<file path="config.mk">
export PLATFORM = sky130hd
export DESIGN_NAME = seg_scan_engine
export DESIGN_NICKNAME = d
export VERILOG_FILES = /design/src/rtl/scan_pkg.sv /design/src/rtl/scan_reorder.sv /design/src/rtl/scan_cell.sv /design/src/rtl/scan_ctrl.sv /design/src/rtl/seg_scan_engine.sv
export SDC_FILE = /design/constraint.sdc
export NUM_CORES = 1
export LEC_CHECK = 0
export ABC_CLOCK_PERIOD_IN_PS = 6630
export BUFFER_PORTS_ARGS = -buffer_cell sky130_fd_sc_hd__buf_4
export CORE_MARGIN = 2
export CORE_UTILIZATION = 50
export CTS_BUF_LIST = sky130_fd_sc_hd__clkbuf_8
export DETAILED_ROUTE_END_ITERATION = 10
export GPL_TIMING_DRIVEN = 0
export MAX_ROUTING_LAYER = met4
export PLACE_DENSITY = 0.76
export SKIP_LAST_GASP = 1
export SLEW_MARGIN = 0
export SYNTH_ARGS = -nofsm -noshare
export SYNTH_HDL_FRONTEND = slang
export SYNTH_HIERARCHICAL = 1
export SYNTH_SLANG_ARGS = --single-unit
</file>
<file path="constraint.sdc">
create_clock -name clk -period 6.63 [get_ports clk]
set_input_delay 0.3315 -clock clk [delete_from_list [all_inputs] [get_ports clk]]
set_output_delay 0.3315 -clock clk [all_outputs]
set_load 0.02 [all_outputs]
</file>
<file path="src/rtl/scan_pkg.sv">
package scan_pkg;
  typedef enum logic {
    SCAN_ADD  = 1'b0,
    SCAN_COPY = 1'b1
  } scan_op_e;
endpackage

</file>
<file path="src/rtl/scan_reorder.sv">
module scan_reorder #(
  parameter int N = 8,
  parameter int W = 16
) (
  input  logic         rev,
  input  logic [N*W-1:0] d,
  output logic [N*W-1:0] q
);
  for (genvar i = 0; i < N; i++) begin : g_lane
    assign q[i*W +: W] = rev ? d[(N-1-i)*W +: W] : d[i*W +: W];
  end
endmodule

</file>
<file path="src/rtl/scan_cell.sv">
module scan_cell
  import scan_pkg::*;
#(
  parameter int W = 16
) (
  input  scan_op_e       op,
  input  logic           has_src,
  input  logic [W-1:0]   own_val,
  input  logic           own_head,
  input  logic [W-1:0]   src_val,
  input  logic           src_head,
  output logic [W-1:0]   nxt_val,
  output logic           nxt_head
);
  always_comb begin
    nxt_val  = own_val;
    nxt_head = own_head;
    if (has_src && !own_head) begin
      nxt_val  = (op == SCAN_ADD) ? (src_val + own_val) : src_val;
      nxt_head = src_head;
    end
  end
endmodule

</file>
<file path="src/rtl/scan_ctrl.sv">
module scan_ctrl #(
  parameter int STAGES = 3,
  localparam int SW = (STAGES > 1) ? $clog2(STAGES) : 1
) (
  input  logic          clk,
  input  logic          rst,
  input  logic          start,
  output logic          load,
  output logic          busy,
  output logic [SW-1:0] stg,
  output logic          wr
);
  localparam logic [SW-1:0] LAST = SW'(STAGES - 1);

  assign load = start && !busy;

  always_ff @(posedge clk) begin
    if (rst) begin
      busy <= 1'b0;
      stg  <= '0;
      wr   <= 1'b0;
    end else begin
      wr <= 1'b0;
      if (load) begin
        busy <= 1'b1;
        stg  <= '0;
      end else if (busy) begin
        if (stg == LAST) begin
          busy <= 1'b0;
          wr   <= 1'b1;
        end else begin
          stg <= stg + 1'b1;
        end
      end
    end
  end

  AST_STAGE_STEP: assert property (@(posedge clk) disable iff (rst)
    (busy && stg != LAST) |=> (busy && stg == $past(stg) + 1'b1));
  AST_STAGE_BOUND: assert property (@(posedge clk) disable iff (rst)
    busy |-> (stg <= LAST));
  AST_START_IGNORED: assert property (@(posedge clk) disable iff (rst)
    (busy && start) |=> (busy || wr));
endmodule

</file>
<file path="src/rtl/seg_scan_engine.sv">
module seg_scan_engine
  import scan_pkg::*;
#(
  parameter int N = 8,
  parameter int W = 16
) (
  input  logic           clk,
  input  logic           rst,
  input  logic           start_i,
  input  logic           op_i,
  input  logic           rev_i,
  input  logic [N*W-1:0] data_i,
  input  logic [N-1:0]   head_i,
  output logic           done_o,
  output logic [N*W-1:0] result_o
);
  localparam int STAGES = $clog2(N);
  localparam int SW = (STAGES > 1) ? $clog2(STAGES) : 1;

  logic           load, busy, wr;
  logic [SW-1:0]  stg;
  logic [N*W-1:0] ord_val, nxt_val, work_val, res_nxt;
  logic [N-1:0]   ord_head, nxt_head, work_head;
  scan_op_e       op_q;
  logic           rev_q;

  scan_ctrl #(.STAGES(STAGES)) u_ctrl (
    .clk(clk), .rst(rst), .start(start_i),
    .load(load), .busy(busy), .stg(stg), .wr(wr)
  );

  scan_reorder #(.N(N), .W(W)) u_in_val  (.rev(rev_i), .d(data_i), .q(ord_val));
  scan_reorder #(.N(N), .W(1)) u_in_head (.rev(rev_i), .d(head_i), .q(ord_head));
  scan_reorder #(.N(N), .W(W)) u_out_val (.rev(rev_q), .d(work_val), .q(res_nxt));

  for (genvar i = 0; i < N; i++) begin : g_lane
    logic         has_src;
    logic [W-1:0] src_val;
    logic         src_head;

    always_comb begin
      has_src  = 1'b0;
      src_val  = '0;
      src_head = 1'b0;
      for (int k = 0; k < STAGES; k++) begin
        if (int'(stg) == k && i >= (1 << k)) begin
          has_src  = 1'b1;
          src_val  = work_val[(i - (1 << k))*W +: W];
          src_head = work_head[i - (1 << k)];
        end
      end
    end

    scan_cell #(.W(W)) u_cell (
      .op(op_q), .has_src(has_src),
      .own_val(work_val[i*W +: W]), .own_head(work_head[i]),
      .src_val(src_val), .src_head(src_head),
      .nxt_val(nxt_val[i*W +: W]), .nxt_head(nxt_head[i])
    );
  end

  always_ff @(posedge clk) begin
    if (rst) begin
      work_val  <= '0;
      work_head <= '0;
      op_q      <= SCAN_ADD;
      rev_q     <= 1'b0;
    end else if (load) begin
      work_val  <= ord_val;
      work_head <= ord_head;
      op_q      <= scan_op_e'(op_i);
      rev_q     <= rev_i;
    end else if (busy) begin
      work_val  <= nxt_val;
      work_head <= nxt_head;
    end
  end

  always_ff @(posedge clk) begin
    if (rst) begin
      result_o <= '0;
      done_o   <= 1'b0;
    end else begin
      done_o <= wr;
      if (wr) result_o <= res_nxt;
    end
  end

  AST_FIRST_LANE: assert property (@(posedge clk) disable iff (rst)
    busy |=> (work_val[W-1:0] == $past(work_val[W-1:0])));
  AST_HEAD_STICKY: assert property (@(posedge clk) disable iff (rst)
    busy |=> ((work_head & $past(work_head)) == $past(work_head)));
  AST_DONE_PULSE: assert property (@(posedge clk) disable iff (rst)
    done_o |=> !done_o);
  AST_RESULT_HOLD: assert property (@(posedge clk) disable iff (rst)
    !wr |=> $stable(result_o));
endmodule

</file>
# Yosys cells after proc, flatten, opt, wreduce, memory -nomap -nowiden
# Cells that the tools add are included.
# word_totals
latchBits,0
ram_bits,0
word_cells,161
rom_bits,0
n_memories,0
input_bits,141
out_inout_bits,129
reg_bits,271
# classes
div,0
n_eq_ne,3
bitwise,2
n_mul,0
magnitude_cmp,0
reduce_logical,35
muxes,90
add_sub_neg,8
shift,0
# ops
operator,count
two-way mux 16 bit,47
two-way mux 128 bit,2
adder 16 bit,7
two-way mux 1 bit,39
two-way mux 8 bit,2
AND reduction 2 bit,8
nonzero test 2 bit,8
logical AND 1 bit,8
logical NOT 1 bit,8
== test 2 bit (second input constant),3
OR reduction 3 bit,1
adder 2 x 1 -> 2 bit (second input constant),1
logical NOT 2 bit,1
NOT 1 bit,2
OR reduction 2 bit,1

# Logic depth before layout (Yosys ltp)
# logic_depth
ltp_word,9
depth_mapped,16
ltp_nobuf,13

# By module
# The synthesis kept the hierarchy.
# by_module_without_submodules
module,seq_area_each_um2,area_each_um2,cells_per_inst,n_inst
seg_scan_engine,5345.1,12911.1,1285,1
scan_cell at g_lane[4].u_cell ...,0.0,1122.3,175,4
scan_cell at g_lane[0].u_cell ...,0.0,1066.0,157,4
scan_reorder at u_in_val ...,0.0,1619.1,142,2
scan_ctrl,80.1,176.4,18,1
scan_reorder at u_in_head,0.0,131.4,9,1

# Least setup slack after synthesis
# OpenSTA, ideal clock, no wires.
# synth_path
path_kind,register -> register
startpoint,register u_ctrl.stg[0]
endpoint,register work_val[46]
synth_period_minus_slack_ns,3.645
required_ns,6.484
path_stages_with_launch,17
arrival_ns,3.499
setup_slack_ns,2.985
cell_sequence,dfxtp_1 > buf_2 > buf_6 > buf_2 > mux2i_1 > nor2_1 > ha_1 > fa_1 > a21oi_2 > nor2b_1 > a311o_2 > a311o_2 > a311oi_2 > mux2i_1 > nand3_1 > mux2i_1 > a211oi_2
# synth_between
elab_chain_cells,8
elab_cells_between_ends,14
# synth_lines
item,line_no,text
"start, declared",scan_ctrl.sv:10,"output logic [SW-1:0] stg,"
"start signal, assigned",scan_ctrl.sv:32,stg <= stg + 1'b1;
logical NOT 2 bit,seg_scan_engine.sv:46,if (int'(stg) == k && i >= (1 << k)) begin
two-way mux 16 bit,seg_scan_engine.sv:46,
two-way mux 16 bit *,seg_scan_engine.sv:46,
named net g_lane[2].src_val[0],seg_scan_engine.sv:38,logic [W-1:0] src_val;
adder 16 bit *,scan_cell.sv:19,nxt_val = (op == SCAN_ADD) ? (src_val + own_val) : src_val;
two-way mux 16 bit *,scan_cell.sv:19,
two-way mux 16 bit *,scan_cell.sv:18,if (has_src && !own_head) begin
named net nxt_val[46],seg_scan_engine.sv:22,"logic [N*W-1:0] ord_val, nxt_val, work_val, res_nxt;"
two-way mux 128 bit *,seg_scan_engine.sv:73,end else if (busy) begin
two-way mux 128 bit *,seg_scan_engine.sv:68,end else if (load) begin
"end signal, assigned",seg_scan_engine.sv:69,work_val <= ord_val;
"end signal, assigned",seg_scan_engine.sv:74,work_val <= nxt_val;
"end, declared",seg_scan_engine.sv:22,
# Mark *: on every way through the listed nets, which the timed path passes. The rest lies on a longest branch. The select of a mux whose other input is x is not followed.
# A chain may end at the register's enable or synchronous reset.

# Worst setup path in the final report
# layout_path
startpoint,register u_ctrl.stg[1]
endpoint,register work_val[60]
# layout_between
elab_chain_cells,8
elab_cells_between_ends,14
# layout_lines
item,line_no
logical NOT 2 bit,seg_scan_engine.sv:46
two-way mux 16 bit,seg_scan_engine.sv:46
two-way mux 16 bit *,seg_scan_engine.sv:46
named net g_lane[3].src_val[0],seg_scan_engine.sv:38
adder 16 bit *,scan_cell.sv:19
two-way mux 16 bit *,scan_cell.sv:19
two-way mux 16 bit *,scan_cell.sv:18
named net nxt_val[60],seg_scan_engine.sv:22
two-way mux 128 bit *,seg_scan_engine.sv:73
two-way mux 128 bit *,seg_scan_engine.sv:68
# Marked as above.

==> summary.md <==
| Metric | Value |
|---|---|
| Hold path start | start_i |
| Worst path bufs/invs | 3 |
| Remaining DRCs | 0 |
| # resized after CTS | 0 |
| FP Rows | a little over 80 |
| Number of global-route vias before repair | 23,260 |
| Critical path startpoint category | flop |
| Fin Hold WS | approximately 0.06 ns |
| I/O pins | 270 |
| Max Root-Sink Buffers | 3 |
| Root buf cell | clkbuf_8 |
| Post-synthesis sequential area ratio | a little over a fifth |
| Largest net degree at the start of global routing | 26 |
| RR Endpoint | work_val[60] |
| Final period utilization | roughly two thirds |
| Most frequent cells in the layout | mux2i_1 (420), buf_4 (283), dfxtp_1 (271) |
| Num CTS Buffers | 49 |
| DP Area | approximately 0.028 mm^2 |
| RSZ-0062 raised after global routing | no |
| Initial core utilization | approximately 50% |
| Chip width | 228.5 um |
| Area Overhead vs Synth | 16.46% |
| First-pass GRT wire length | 149,300 um |
| CTS tree | yes |
| CP Capture Type | flop |
| Die area | 0.05223 mm^2 |
| Synth Register Bits | 271 |
| Max-slew violation count | 0 |
| Clock Skews | around 0.06 ns |
| Final layout net count | roughly 3,600 |
| Endpoints failing hold | 0 |
| Detailed Route WL | a little over 100,000 um |
| TNS Setup | 0 ns |
| Wire per inst | 25.56 um |
| Synth Flop Type | dfxtp_1 |
| Yosys warns | 6 |
| CP max stage delay | about 0.53 ns |
| Hold EP | u_ctrl/busy |
| Clk_lat worst skew | ~0.67 ns |
| Max transition margin | ~16% |
| Critical path cell sequence | buf_2 > buf_2 > clkbuf_1 > nor2_1 > ha_1 > fa_1 > a21oi_2 > nor2b_1 > a311o_2 > a311o_2 > a31oi_1 > mux2i_1 > nand3_1 > mux2i_1 > a211oi_1 |
| Initial antenna violation count | 2 |
| Max IR drop VDD | 0.0001293 V |
| Post-synth EDFFs | 0 |
| CTS sink cnt | ~270 |
| Share of cells above drive strength 1 | 22.35% |
| Core Footprint | roughly 0.050 mm^2 |
| CP Data Arrival Time | between 4 and 5 ns |
| Leak Pwr | roughly 12 nW |
| CTS clock-pin slew for the worst setup and hold paths | around 0.070 ns |
| R2R depth | 15 |
| WS Path Type | reg -> reg |
| H-tree lvl count | 2 |
| Setup ws final | around 2.1 ns |
| R2r setup slk | around 2.1 ns |
| Largest delay share family, worst path | compound AO/OA/AOI/OAI gates |
| Post-Syn Area | around 0.025 mm^2 |
| Peak Freq | roughly 220 MHz |
| Asr flop ratio synth | 0% |
| Max-cap viol count | 0 |
| Overflow after GRT | 0 |
| Die height | about 230 um |
| Design area | 0.02936 mm^2 |
| Status | finished clean |
| Detailed Routing Iterations Pass 1 | 8 |
| Slew at the pin with the worst max-slew slack | between 1 and 1.5 ns |
| Final min period | 4.499 ns |
| Detailed Place HPWL | slightly below 80,000 um |
| Initial drt markers | roughly 2,700 |
| Fillers | 4,581 |
| CP max FO | 10 |
| Worst min path class | in -> reg |
| Critical path depth in cells | 15 |
| GR Util All Layers | 38.77% |
| Synth cell types | 65 |
| PD cells | approximately 220 mW/mm^2 |
| Port-buffer cells | 269 |
| Final setup fails | 0 |
| Via count | about 25,000 |
| Worst slack, placed | 2.298 ns |
| Post-Syn Instances | roughly 3,000 |
| Gpl congestion | ~1.1 |
| Vias/cell | ~6.3 |
| Hold Path Stages | 3 |
| DRT antenna net count | 0 |
| R2r startpoint | u_ctrl/stg[1] |
| Syn_area_per_cell | approximately 8.6 um^2 |
| Slowest cell on crit path | clkbuf_1 |
| Commonest non-fill, non-tap cell in the layout | mux2i_1 |
| Req. time, crit path | 7.11 ns |
==> cells in the mapped netlist, types with 9 or more instances <==
cell | count | area share [%]
xor2_1 | 16 | 0.56
buf_6 | 16 | 0.71
o21ai_1 | 44 | 0.87
xnor2_1 | 48 | 1.7
and3_1 | 48 | 1.2
buf_1 | 10 | 0.15
o211ai_1 | 16 | 0.48
and2_1 | 21 | 0.52
nor3b_1 | 20 | 0.60
a211oi_1 | 139 | 4.1
o31ai_1 | 9 | 0.27
clkbuf_1 | 116 | 1.7
ha_1 | 122 | 6.1
nor2_1 | 235 | 3.5
mux2i_1 | 420 | 17
a21oi_1 | 161 | 3.2
a211oi_2 | 10 | 0.50
inv_1 | 26 | 0.39
nand2b_1 | 10 | 0.25
clkbuf_8 | 16 | 0.87
buf_4 | 14 | 0.42
nor2b_1 | 166 | 4.1
nor3_1 | 44 | 0.87
o21ai_0 | 84 | 1.7
or3_1 | 13 | 0.32
nand2_1 | 150 | 2.2
a31oi_1 | 24 | 0.60
mux2_2 | 256 | 11
buf_2 | 40 | 0.79
nand3_1 | 84 | 1.7
a21o_1 | 56 | 1.7
dfxtp_1 | 271 | 22
o2bb2ai_1 | 68 | 2.4
o21a_1 | 16 | 0.48
==> metrics by stage <==
stage	util (%)	total power, mW	cells
after floorplan	-	3.704	2963
after global routing	58.75	6.712	3994
final	58.76	6.464	3995
after detailed placement	56.47	4.519	3904
after global placement	56.47	4.514	3904
after CTS	58.74	6.349	3992
==> how the worst max path moves through the flow <==
| stage | end | from | slack (ns) |
|---|---|---|---|
| finish | work_val[60] | u_ctrl/stg[1] | 2.13 |
| global route | work_val[46] | u_ctrl/stg[1] | 1.95 |
| CTS | work_val[62] | u_ctrl/stg[1] | 2.23 |
| detailed placement | work_val[46] | u_ctrl/stg[1] | 2.30 |
| global placement | work_val[62] | u_ctrl/stg[1] | 2.28 |
| floorplan | work_val[46] | u_ctrl/stg[0] | 2.98 |
==> state kept, by name (all words and copies together) (netlist names), 2 cells and up <==
register	cells
result_o	128
work_val	128
work_head	8
u_ctrl/stg	2
==> repair_timing <==
action                    CTS  global route
hold buffers                3             0
buffers inserted            0             0
hold endpoints to repair    6             0
==> worst reg2reg max path: cells and delay by family, from the launching register on <==
kind | cells | cell delay (ns)
and+or+nand+nor | 3 | 0.34
buffers and inverters | 3 | 1.10
AOI/OAI and AO/OA | 5 | 1.37
adders and majority gates | 2 | 0.70
DFF | 1 | 0.39
muxes | 2 | 0.42
==> final cells by class <==
class / instances / area, um^2 / area share [%]
Clock inverter: 28 / 320.3 / 1.091
Antenna cell: 3 / 7.507 / 0.02557
Inverter: 27 / 101.3 / 0.3452
Multi-Input combinational cell: 2450 / 18610 / 63.38
Buffer: 215 / 1224 / 4.168
Sequential cell: 271 / 5425 / 18.48
Clock buffer: 57 / 784.5 / 2.672
Timing Repair Buffer: 272 / 2049 / 6.981
Tap cell: 672 / 840.8 / 2.864
==> metal layers <==
layer,track usage [%],wire [um]
met5,-,0
met3,8.021,10600
met2,56.46,42860
met1,49.75,42060
met4,22.00,6610
==> logic make-up after synthesis <==
group / synth area share, %
AND/OR/NAND/NOR: 16.20
AO/OA/AOI/OAI: 19.51
multiplexers: 28.59
flip-flops: 21.52
buffers and inverters: 5.256
adder cells (fa/ha/maj): 6.690
XOR/XNOR: 2.223
other: 0.01487
==> power by group <==
| part | total, mW | switching (mW) | internal [mW] |
|---|---|---|---|
| registers | 2.13 | 0.396 | 1.73 |
| clock network | 1.84 | 0.781 | 1.06 |
| logic | 2.50 | 1.42 | 1.08 |
No activity file was read; power rests on OpenSTA's default activity.
